--- src/rtl/aclk_pkg.sv ---
package aclk_pkg;

    // Positions of the three clocks inside the level and pulse vectors
    localparam int LVL_M  = 0;
    localparam int LVL_B  = 1;
    localparam int LVL_LR = 2;
    localparam int LVL_N  = 3;

    typedef struct packed {
        logic             active;
        logic [LVL_N-1:0] lvl;
        logic [LVL_N-1:0] rise;
    } aclk_state_t;

endpackage

--- src/rtl/aclk_cfg.sv ---
module aclk_cfg #(
    parameter int CODE_W      = 3,
    parameter int MAX_CODE_HI = 4,
    parameter int MAX_CODE_LO = 3
) (
    input  logic              clk,
    input  logic              rst_n,
    input  logic              wr_i,
    input  logic              busy_i,
    input  logic              base_lo_i,
    input  logic [CODE_W-1:0] code_i,
    input  logic              wide_i,
    output logic              base_lo_o,
    output logic [CODE_W-1:0] code_o,
    output logic              wide_o,
    output logic              err_o
);

    typedef struct packed {
        logic              base_lo;
        logic [CODE_W-1:0] code;
        logic              wide;
        logic              err;
    } cfg_state_t;

    cfg_state_t s_d, s_q;
    logic       legal_c;

    always_comb begin
        legal_c = base_lo_i ? (code_i <= CODE_W'(MAX_CODE_LO))
                            : (code_i <= CODE_W'(MAX_CODE_HI));
        s_d = s_q;
        if (wr_i && !busy_i) begin
            if (legal_c) begin
                s_d.base_lo = base_lo_i;
                s_d.code    = code_i;
                s_d.wide    = wide_i;
                s_d.err     = 1'b0;
            end else begin
                s_d.err     = 1'b1;
            end
        end
    end

    always_ff @(posedge clk or negedge rst_n) begin
        if (!rst_n) s_q <= '0;
        else        s_q <= s_d;
    end

    assign base_lo_o = s_q.base_lo;
    assign code_o    = s_q.code;
    assign wide_o    = s_q.wide;
    assign err_o     = s_q.err;

endmodule

--- src/rtl/aclk_mclk_div.sv ---
module aclk_mclk_div #(
    parameter int CODE_W = 3
) (
    input  logic              clk,
    input  logic              rst_n,
    input  logic              clear_i,
    input  logic              en_i,
    input  logic [CODE_W-1:0] code_i,
    output logic              mclk_o
);

    localparam int CNT_W = 1 << CODE_W;

    typedef struct packed {
        logic [CNT_W-1:0] cnt;
        logic             mclk;
    } div_state_t;

    div_state_t       s_d, s_q;
    logic [CNT_W-1:0] cnt_nx;

    always_comb begin
        s_d    = s_q;
        cnt_nx = s_q.cnt + CNT_W'(1);
        if (clear_i) begin
            s_d = '0;
        end else if (en_i) begin
            s_d.cnt  = cnt_nx;
            s_d.mclk = cnt_nx[code_i];
        end
    end

    always_ff @(posedge clk or negedge rst_n) begin
        if (!rst_n) s_q <= '0;
        else        s_q <= s_d;
    end

    assign mclk_o = s_q.mclk;

endmodule

--- src/rtl/aclk_bclk_gen.sv ---
module aclk_bclk_gen #(
    parameter int BASE_HI     = 512,
    parameter int BASE_LO     = 384,
    parameter int BITS_NARROW = 32,
    parameter int BITS_WIDE   = 48
) (
    input  logic clk,
    input  logic rst_n,
    input  logic clear_i,
    input  logic en_i,
    input  logic base_lo_i,
    input  logic wide_i,
    output logic bclk_o,
    output logic lrclk_o
);

    // Core cycles per frame and bit-clock half periods per frame
    localparam int MOD_HI  = 2 * BASE_HI;
    localparam int MOD_LO  = 2 * BASE_LO;
    localparam int STEP_N  = 2 * BITS_NARROW;
    localparam int STEP_W  = 2 * BITS_WIDE;
    localparam int HALF_N  = BITS_NARROW / 2;
    localparam int HALF_W  = BITS_WIDE / 2;
    localparam int ACC_W   = $clog2(MOD_HI) + 2;
    localparam int BCNT_W  = $clog2(HALF_W) + 1;

    typedef struct packed {
        logic [ACC_W-1:0]  acc;
        logic [BCNT_W-1:0] bits;
        logic              bclk;
        logic              lrclk;
    } gen_state_t;

    gen_state_t        s_d, s_q;
    logic [ACC_W-1:0]  mod_c, step_c, sum_c;
    logic [BCNT_W-1:0] last_c;

    always_comb begin
        mod_c  = base_lo_i ? ACC_W'(MOD_LO) : ACC_W'(MOD_HI);
        step_c = wide_i    ? ACC_W'(STEP_W) : ACC_W'(STEP_N);
        last_c = wide_i    ? BCNT_W'(HALF_W - 1) : BCNT_W'(HALF_N - 1);
        sum_c  = s_q.acc + step_c;
        s_d    = s_q;
        if (clear_i) begin
            s_d = '0;
        end else if (en_i) begin
            if (sum_c >= mod_c) begin
                s_d.acc  = sum_c - mod_c;
                s_d.bclk = !s_q.bclk;
                if (s_q.bclk) begin
                    if (s_q.bits == last_c) begin
                        s_d.bits  = '0;
                        s_d.lrclk = !s_q.lrclk;
                    end else begin
                        s_d.bits  = s_q.bits + BCNT_W'(1);
                    end
                end
            end else begin
                s_d.acc = sum_c;
            end
        end
    end

    always_ff @(posedge clk or negedge rst_n) begin
        if (!rst_n) s_q <= '0;
        else        s_q <= s_d;
    end

    assign bclk_o  = s_q.bclk;
    assign lrclk_o = s_q.lrclk;

endmodule

--- src/rtl/aclk_gen.sv ---
module aclk_gen
    import aclk_pkg::*;
#(
    parameter int CODE_W      = 3,
    parameter int MAX_CODE_HI = 4,
    parameter int MAX_CODE_LO = 3,
    parameter int BASE_HI     = 512,
    parameter int BASE_LO     = 384,
    parameter int BITS_NARROW = 32,
    parameter int BITS_WIDE   = 48
) (
    input  logic              clk,
    input  logic              rst_n,
    input  logic              cfg_wr_i,
    input  logic              cfg_base_lo_i,
    input  logic [CODE_W-1:0] cfg_code_i,
    input  logic              cfg_wide_i,
    input  logic              run_i,
    input  logic              gate_i,
    input  logic              srst_i,
    input  logic              slave_i,
    input  logic              ext_bclk_i,
    input  logic              ext_lrclk_i,
    output logic              mclk_o,
    output logic              bclk_o,
    output logic              lrclk_o,
    output logic              mclk_rise_o,
    output logic              bclk_rise_o,
    output logic              lrclk_rise_o,
    output logic              busy_o,
    output logic              cfg_err_o
);

    aclk_state_t       s_d, s_q;
    logic              act_base_lo, act_wide;
    logic [CODE_W-1:0] act_code;
    logic              div_mclk, gen_bclk, gen_lrclk;
    logic              run_en, div_clear, gen_clear;
    logic              src_b, src_lr, stop_c;

    assign run_en    = s_q.active && !gate_i && !srst_i;
    assign div_clear = srst_i || !s_q.active;
    assign gen_clear = div_clear || slave_i;

    aclk_cfg #(
        .CODE_W      (CODE_W),
        .MAX_CODE_HI (MAX_CODE_HI),
        .MAX_CODE_LO (MAX_CODE_LO)
    ) u_cfg (
        .clk       (clk),
        .rst_n     (rst_n),
        .wr_i      (cfg_wr_i),
        .busy_i    (s_q.active),
        .base_lo_i (cfg_base_lo_i),
        .code_i    (cfg_code_i),
        .wide_i    (cfg_wide_i),
        .base_lo_o (act_base_lo),
        .code_o    (act_code),
        .wide_o    (act_wide),
        .err_o     (cfg_err_o)
    );

    aclk_mclk_div #(
        .CODE_W (CODE_W)
    ) u_mdiv (
        .clk     (clk),
        .rst_n   (rst_n),
        .clear_i (div_clear),
        .en_i    (run_en),
        .code_i  (act_code),
        .mclk_o  (div_mclk)
    );

    aclk_bclk_gen #(
        .BASE_HI     (BASE_HI),
        .BASE_LO     (BASE_LO),
        .BITS_NARROW (BITS_NARROW),
        .BITS_WIDE   (BITS_WIDE)
    ) u_bgen (
        .clk       (clk),
        .rst_n     (rst_n),
        .clear_i   (gen_clear),
        .en_i      (run_en),
        .base_lo_i (act_base_lo),
        .wide_i    (act_wide),
        .bclk_o    (gen_bclk),
        .lrclk_o   (gen_lrclk)
    );

    always_comb begin
        src_b  = slave_i ? ext_bclk_i  : gen_bclk;
        src_lr = slave_i ? ext_lrclk_i : gen_lrclk;
        // A pending stop completes on the frame clock's falling edge
        stop_c = !run_i && s_q.lvl[LVL_LR] && !src_lr;
        s_d      = s_q;
        s_d.rise = '0;
        if (srst_i) begin
            s_d = '0;
        end else if (gate_i) begin
            s_d.rise = '0;
        end else if (!s_q.active) begin
            s_d.active = run_i;
            s_d.lvl    = '0;
        end else if (stop_c) begin
            s_d.active = 1'b0;
            s_d.lvl    = '0;
        end else begin
            s_d.lvl[LVL_M]  = div_mclk;
            s_d.lvl[LVL_B]  = src_b;
            s_d.lvl[LVL_LR] = src_lr;
            s_d.rise        = s_d.lvl & ~s_q.lvl;
        end
    end

    always_ff @(posedge clk or negedge rst_n) begin
        if (!rst_n) s_q <= '0;
        else        s_q <= s_d;
    end

    assign busy_o       = s_q.active;
    assign mclk_o       = s_q.lvl[LVL_M];
    assign bclk_o       = s_q.lvl[LVL_B];
    assign lrclk_o      = s_q.lvl[LVL_LR];
    assign mclk_rise_o  = s_q.rise[LVL_M];
    assign bclk_rise_o  = s_q.rise[LVL_B];
    assign lrclk_rise_o = s_q.rise[LVL_LR];

endmodule

--- config.mk ---
export PLATFORM = sky130hd
export DESIGN_NAME = aclk_gen
export DESIGN_NICKNAME = d
export VERILOG_FILES = /design/src/rtl/aclk_pkg.sv /design/src/rtl/aclk_cfg.sv /design/src/rtl/aclk_mclk_div.sv /design/src/rtl/aclk_bclk_gen.sv /design/src/rtl/aclk_gen.sv
export SDC_FILE = /design/constraint.sdc
export NUM_CORES = 1
export LEC_CHECK = 0
export BUFFER_PORTS_ARGS = -buffer_cell sky130_fd_sc_hd__buf_2
export CAP_MARGIN = 10
export CORE_MARGIN = 4
export CORE_UTILIZATION = 45
export CTS_BUF_LIST = sky130_fd_sc_hd__clkbuf_4 sky130_fd_sc_hd__clkbuf_8
export DETAILED_ROUTE_END_ITERATION = 6
export GPL_ROUTABILITY_DRIVEN = 0
export RECOVER_POWER = 25
export SLEW_MARGIN = 15
export SYNTH_ARGS = -nofsm -noshare
export SYNTH_HDL_FRONTEND = slang
export SYNTH_SLANG_ARGS = --single-unit
export TNS_END_PERCENT = 30
--- constraint.sdc ---
create_clock -name clk -period 5.9 [get_ports clk]
set_clock_uncertainty 0.15 [all_clocks]
set_input_delay 1.18 -clock clk [delete_from_list [all_inputs] [get_ports clk]]
set_output_delay 1.18 -clock clk [all_outputs]
set_load 0.05 [all_outputs]
==> run_results.csv <==
group,metric,value,unit
status,status,"complete, but fails checks",
status,violations,"capacitance limit, slew limit",
floorplanning,coreArea,4500,sq um
clocking,hold_buffers,0,
routing,antenna_left,0,
clocking,htreeDepth,2,
floorplanning,floorplan.initialDensity,48.0,%
power,p_leak,0.00105,uW
setup_path,crit_fanout,12,
sta,setup_ws,2.68,ns
finish,finish.net_count,269,
power,powerDensity,223,nW/um^2
synth,ys_seq_area_share,42.8,%
setup_path,regToRegSetupSlack,2.68,ns
grt,antenna_found_initial,0,
routing,drt_iter0_drc,58,
finish,areaGrowthSynthToFinish,9.72,%
clocking,insertion_delay,0.29,ns
placement,io_buffer_count,21,
setup_path,cp.required,5.98,ns
grt,grt-ovfl-total,0,
sta,max-slew-margin-rel,-30.0,%
run,cap_violations,1,
synth,yosys_warnings,0,
setup_path,critPathLaunchType,"flop",
sta,period_minus_slack,3.22,ns
clocking,cts.sinks,37,
setup_path,crit_top_cell,"ha_1",
clocking,path_clk_slew,0.08,ns
finish,layout_common_cells,"dfrtp_1 (37), nor2_1 (25), buf_2 (20)",
placement,hpwl,3.07,mm
worst_hold_path,min_from,"bclk_o",
sta,finalHoldViolations,0,
worst_hold_path,hold_path.class,"flop to flop",
setup_path,critPathMaxStageDelay,0.43,ns
setup_path,slowest_stage,"dfrtp_1",
floorplanning,rows,24,
floorplanning,floorplan.die.width,77.3,um
sta,fin_setup_tns,0,ns
sta,setup_viol,0,
power,vdd_drop_max,143,uV
worst_hold_path,worstHoldEndpoint,"bclk_rise_o",
setup_path,critPathArrivalTime,3.29,ns
synth,syn-cell-area,2160,sq um
routing,viasPerCell,5.75,
synth,synth_nets,251,
routing,drcViolationCount,0,
finish,final_common_cell,"dfrtp_1",
clocking,cts_tree,"done",
routing,wirelength,4.36,mm
sta,tightest_slew,1.95,ns
setup_path,end_kind,"flop",
setup_path,path_class,"flop to flop",
grt,grt_pass1_wl,7.48,mm
routing,vias,1726,
finish,ff_latch_area,926,sq um
synth,syn_area_per_cell,9.44,sq um
finish,multiInputGateArea,1150,sq um
synth,synth_edf_count,0,
grt,grt_max_degree,38,
sta,post-route-period-util,54.5,%
placement,place_ws,2.38,ns
clocking,clockBufferDepth,2,
clocking,post-cts-setup-buffers,0,
synth,ys.flop_type,"dfrtp_1",
grt,grt_util_all_layers,15.2,%
finish,drive_gt1_share,15.3,%
worst_hold_path,min_path_cells,1,
floorplanning,io_pins,22,
clocking,cts_resized,0,
floorplanning,die_h,77.3,um
setup_path,crit_chain,"ha_1, o21ai_0, nor2_1, xor2_1, ha_1, nand4_1, or3_1, and4_4, nor3_1, mux2_2",
power,p_total,530,uW
setup_path,reg2regPathDepth,10,
finish,diodes,0,
sta,rsz0062_at_grt,"false",
setup_path,r2r-end,"u_bgen.s_q[2]",
clocking,ctsRootBufferMaster,"clkbuf_8",
synth,async_flop_share,100,%
setup_path,r2r-start,"u_cfg.wide_o",
grt,grt_pass1_vias,1567,
synth,synth_seq_cells,37,
synth,syn_inst,229,
finish,fillers,430,
floorplanning,dieArea,5980,sq um
clocking,cts_buffers,5,
routing,avgRoutedWirePerCell,14.5,um
routing,drtPass1Iterations,5,
sta,fmax,311,MHz
synth,synth_cell_type_count,50,
sta,drv_slew,38,
[cells by family (layout without fill, tap and decap cells)]
group	after synthesis	count (layout)	synth area share (%)
AND/OR/NAND/NOR	89	89	21.6
AO/OA/AOI/OAI	51	51	16.0
flip-flops	37	37	42.8
buffers and inverters	20	39	3.82
XOR/XNOR	13	13	5.27
multiplexers	11	11	5.50
adder cells (fa/ha/maj)	8	8	4.98
[area by class of cell]
cell class | count | area share (%)
Clock buffer | 5 | 2.90
Clock inverter | 3 | 0.738
Inverter | 10 | 1.58
Multi-Input combinational cell | 172 | 48.6
Sequential cell | 37 | 39.0
Tap cell | 52 | 2.74
Timing Repair Buffer | 21 | 4.38
[where the power goes]
| group | total, uW | switching (uW) | internal, uW |
|---|---|---|---|
| Sequential | 275 | 13.1 | 262 |
| Clock | 174 | 92.6 | 81.5 |
| Combinational | 80.9 | 47.9 | 33.0 |
[stage by stage]
stage	hold slack (ns)	area, sq um	instances	utilization [%]
3_3_place_gp	0.298	2290	292	50.8
5_1_grt	0.337	2370	300	52.7
4_1_cts	0.319	2370	300	52.7
6_report	0.316	2370	300	52.7
3_5_place_dp	0.306	2290	292	50.8
2_1_floorplan	0.343	2160	229	-
[synth_stat cells (all sizes together), types with 3 or more instances]
| library cell | instances | share of area [%] |
|---|---|---|
| mux2i | 4 | 1.9 |
| nor3 | 6 | 1.4 |
| nand3 | 6 | 1.4 |
| clkbuf | 8 | 1.4 |
| nand2 | 14 | 2.4 |
| nor2b | 7 | 2.0 |
| nand4 | 5 | 1.4 |
| a32o | 4 | 1.9 |
| xor2 | 4 | 1.6 |
| or3 | 4 | 1.2 |
| mux2 | 7 | 3.6 |
| o211ai | 5 | 1.7 |
| o21ai | 8 | 1.9 |
| inv | 10 | 1.7 |
| xnor2 | 9 | 3.6 |
| nor3b | 3 | 1.0 |
| nand3b | 5 | 1.7 |
| and3 | 3 | 0.87 |
| a21oi | 13 | 3.0 |
| a31oi | 4 | 1.2 |
| ha | 7 | 4.1 |
| dfrtp | 37 | 43 |
| nor2 | 25 | 4.3 |
[sequential cells by signal, summed over array words and instances (netlist names)]
name and cells:
bclk_rise_o 1, u_cfg.base_lo_o 1, mclk_o 1, u_bgen.lrclk_o 1, u_bgen.s_q 13, busy_o 1, u_bgen.bclk_o 1, lrclk_o 1
u_cfg.code_o 3, lrclk_rise_o 1, bclk_o 1, u_mdiv.mclk_o 1, u_cfg.wide_o 1, u_mdiv.s_q 8, u_cfg.err_o 1, mclk_rise_o 1
[worst max-delay path: cells and delay by family, from the launching register on]
kind                       cells  cell delay (ns)
DFF                            1             0.43
xor gates and xnor gates       1             0.17
AOI/OAI and AO/OA              1             0.36
adders and majority gates      2             0.58
muxes                          1             0.23
and+or+nand+nor                5             1.24
[how the worst max path moves through the flow]
stage,start,end,cells after the start
after floorplan,u_cfg.wide_o,u_bgen.bclk_o,11
after global placement,srst_i,u_bgen.s_q[2],6
after detailed placement,srst_i,u_bgen.s_q[2],6
after CTS,srst_i,u_bgen.s_q[2],6
after global routing,u_cfg.wide_o,u_bgen.s_q[2],10
final,u_cfg.wide_o,u_bgen.s_q[2],10
[metal layers]
metal	global-route usage [%]	up-vias	wire length [um]
met5	0	-	0
met4	4.27	0	46
met3	3.63	7	207
met2	22.4	39	1830
met1	22.4	804	2280
li1	-	876	-
(Power assumes the default switching activity.)
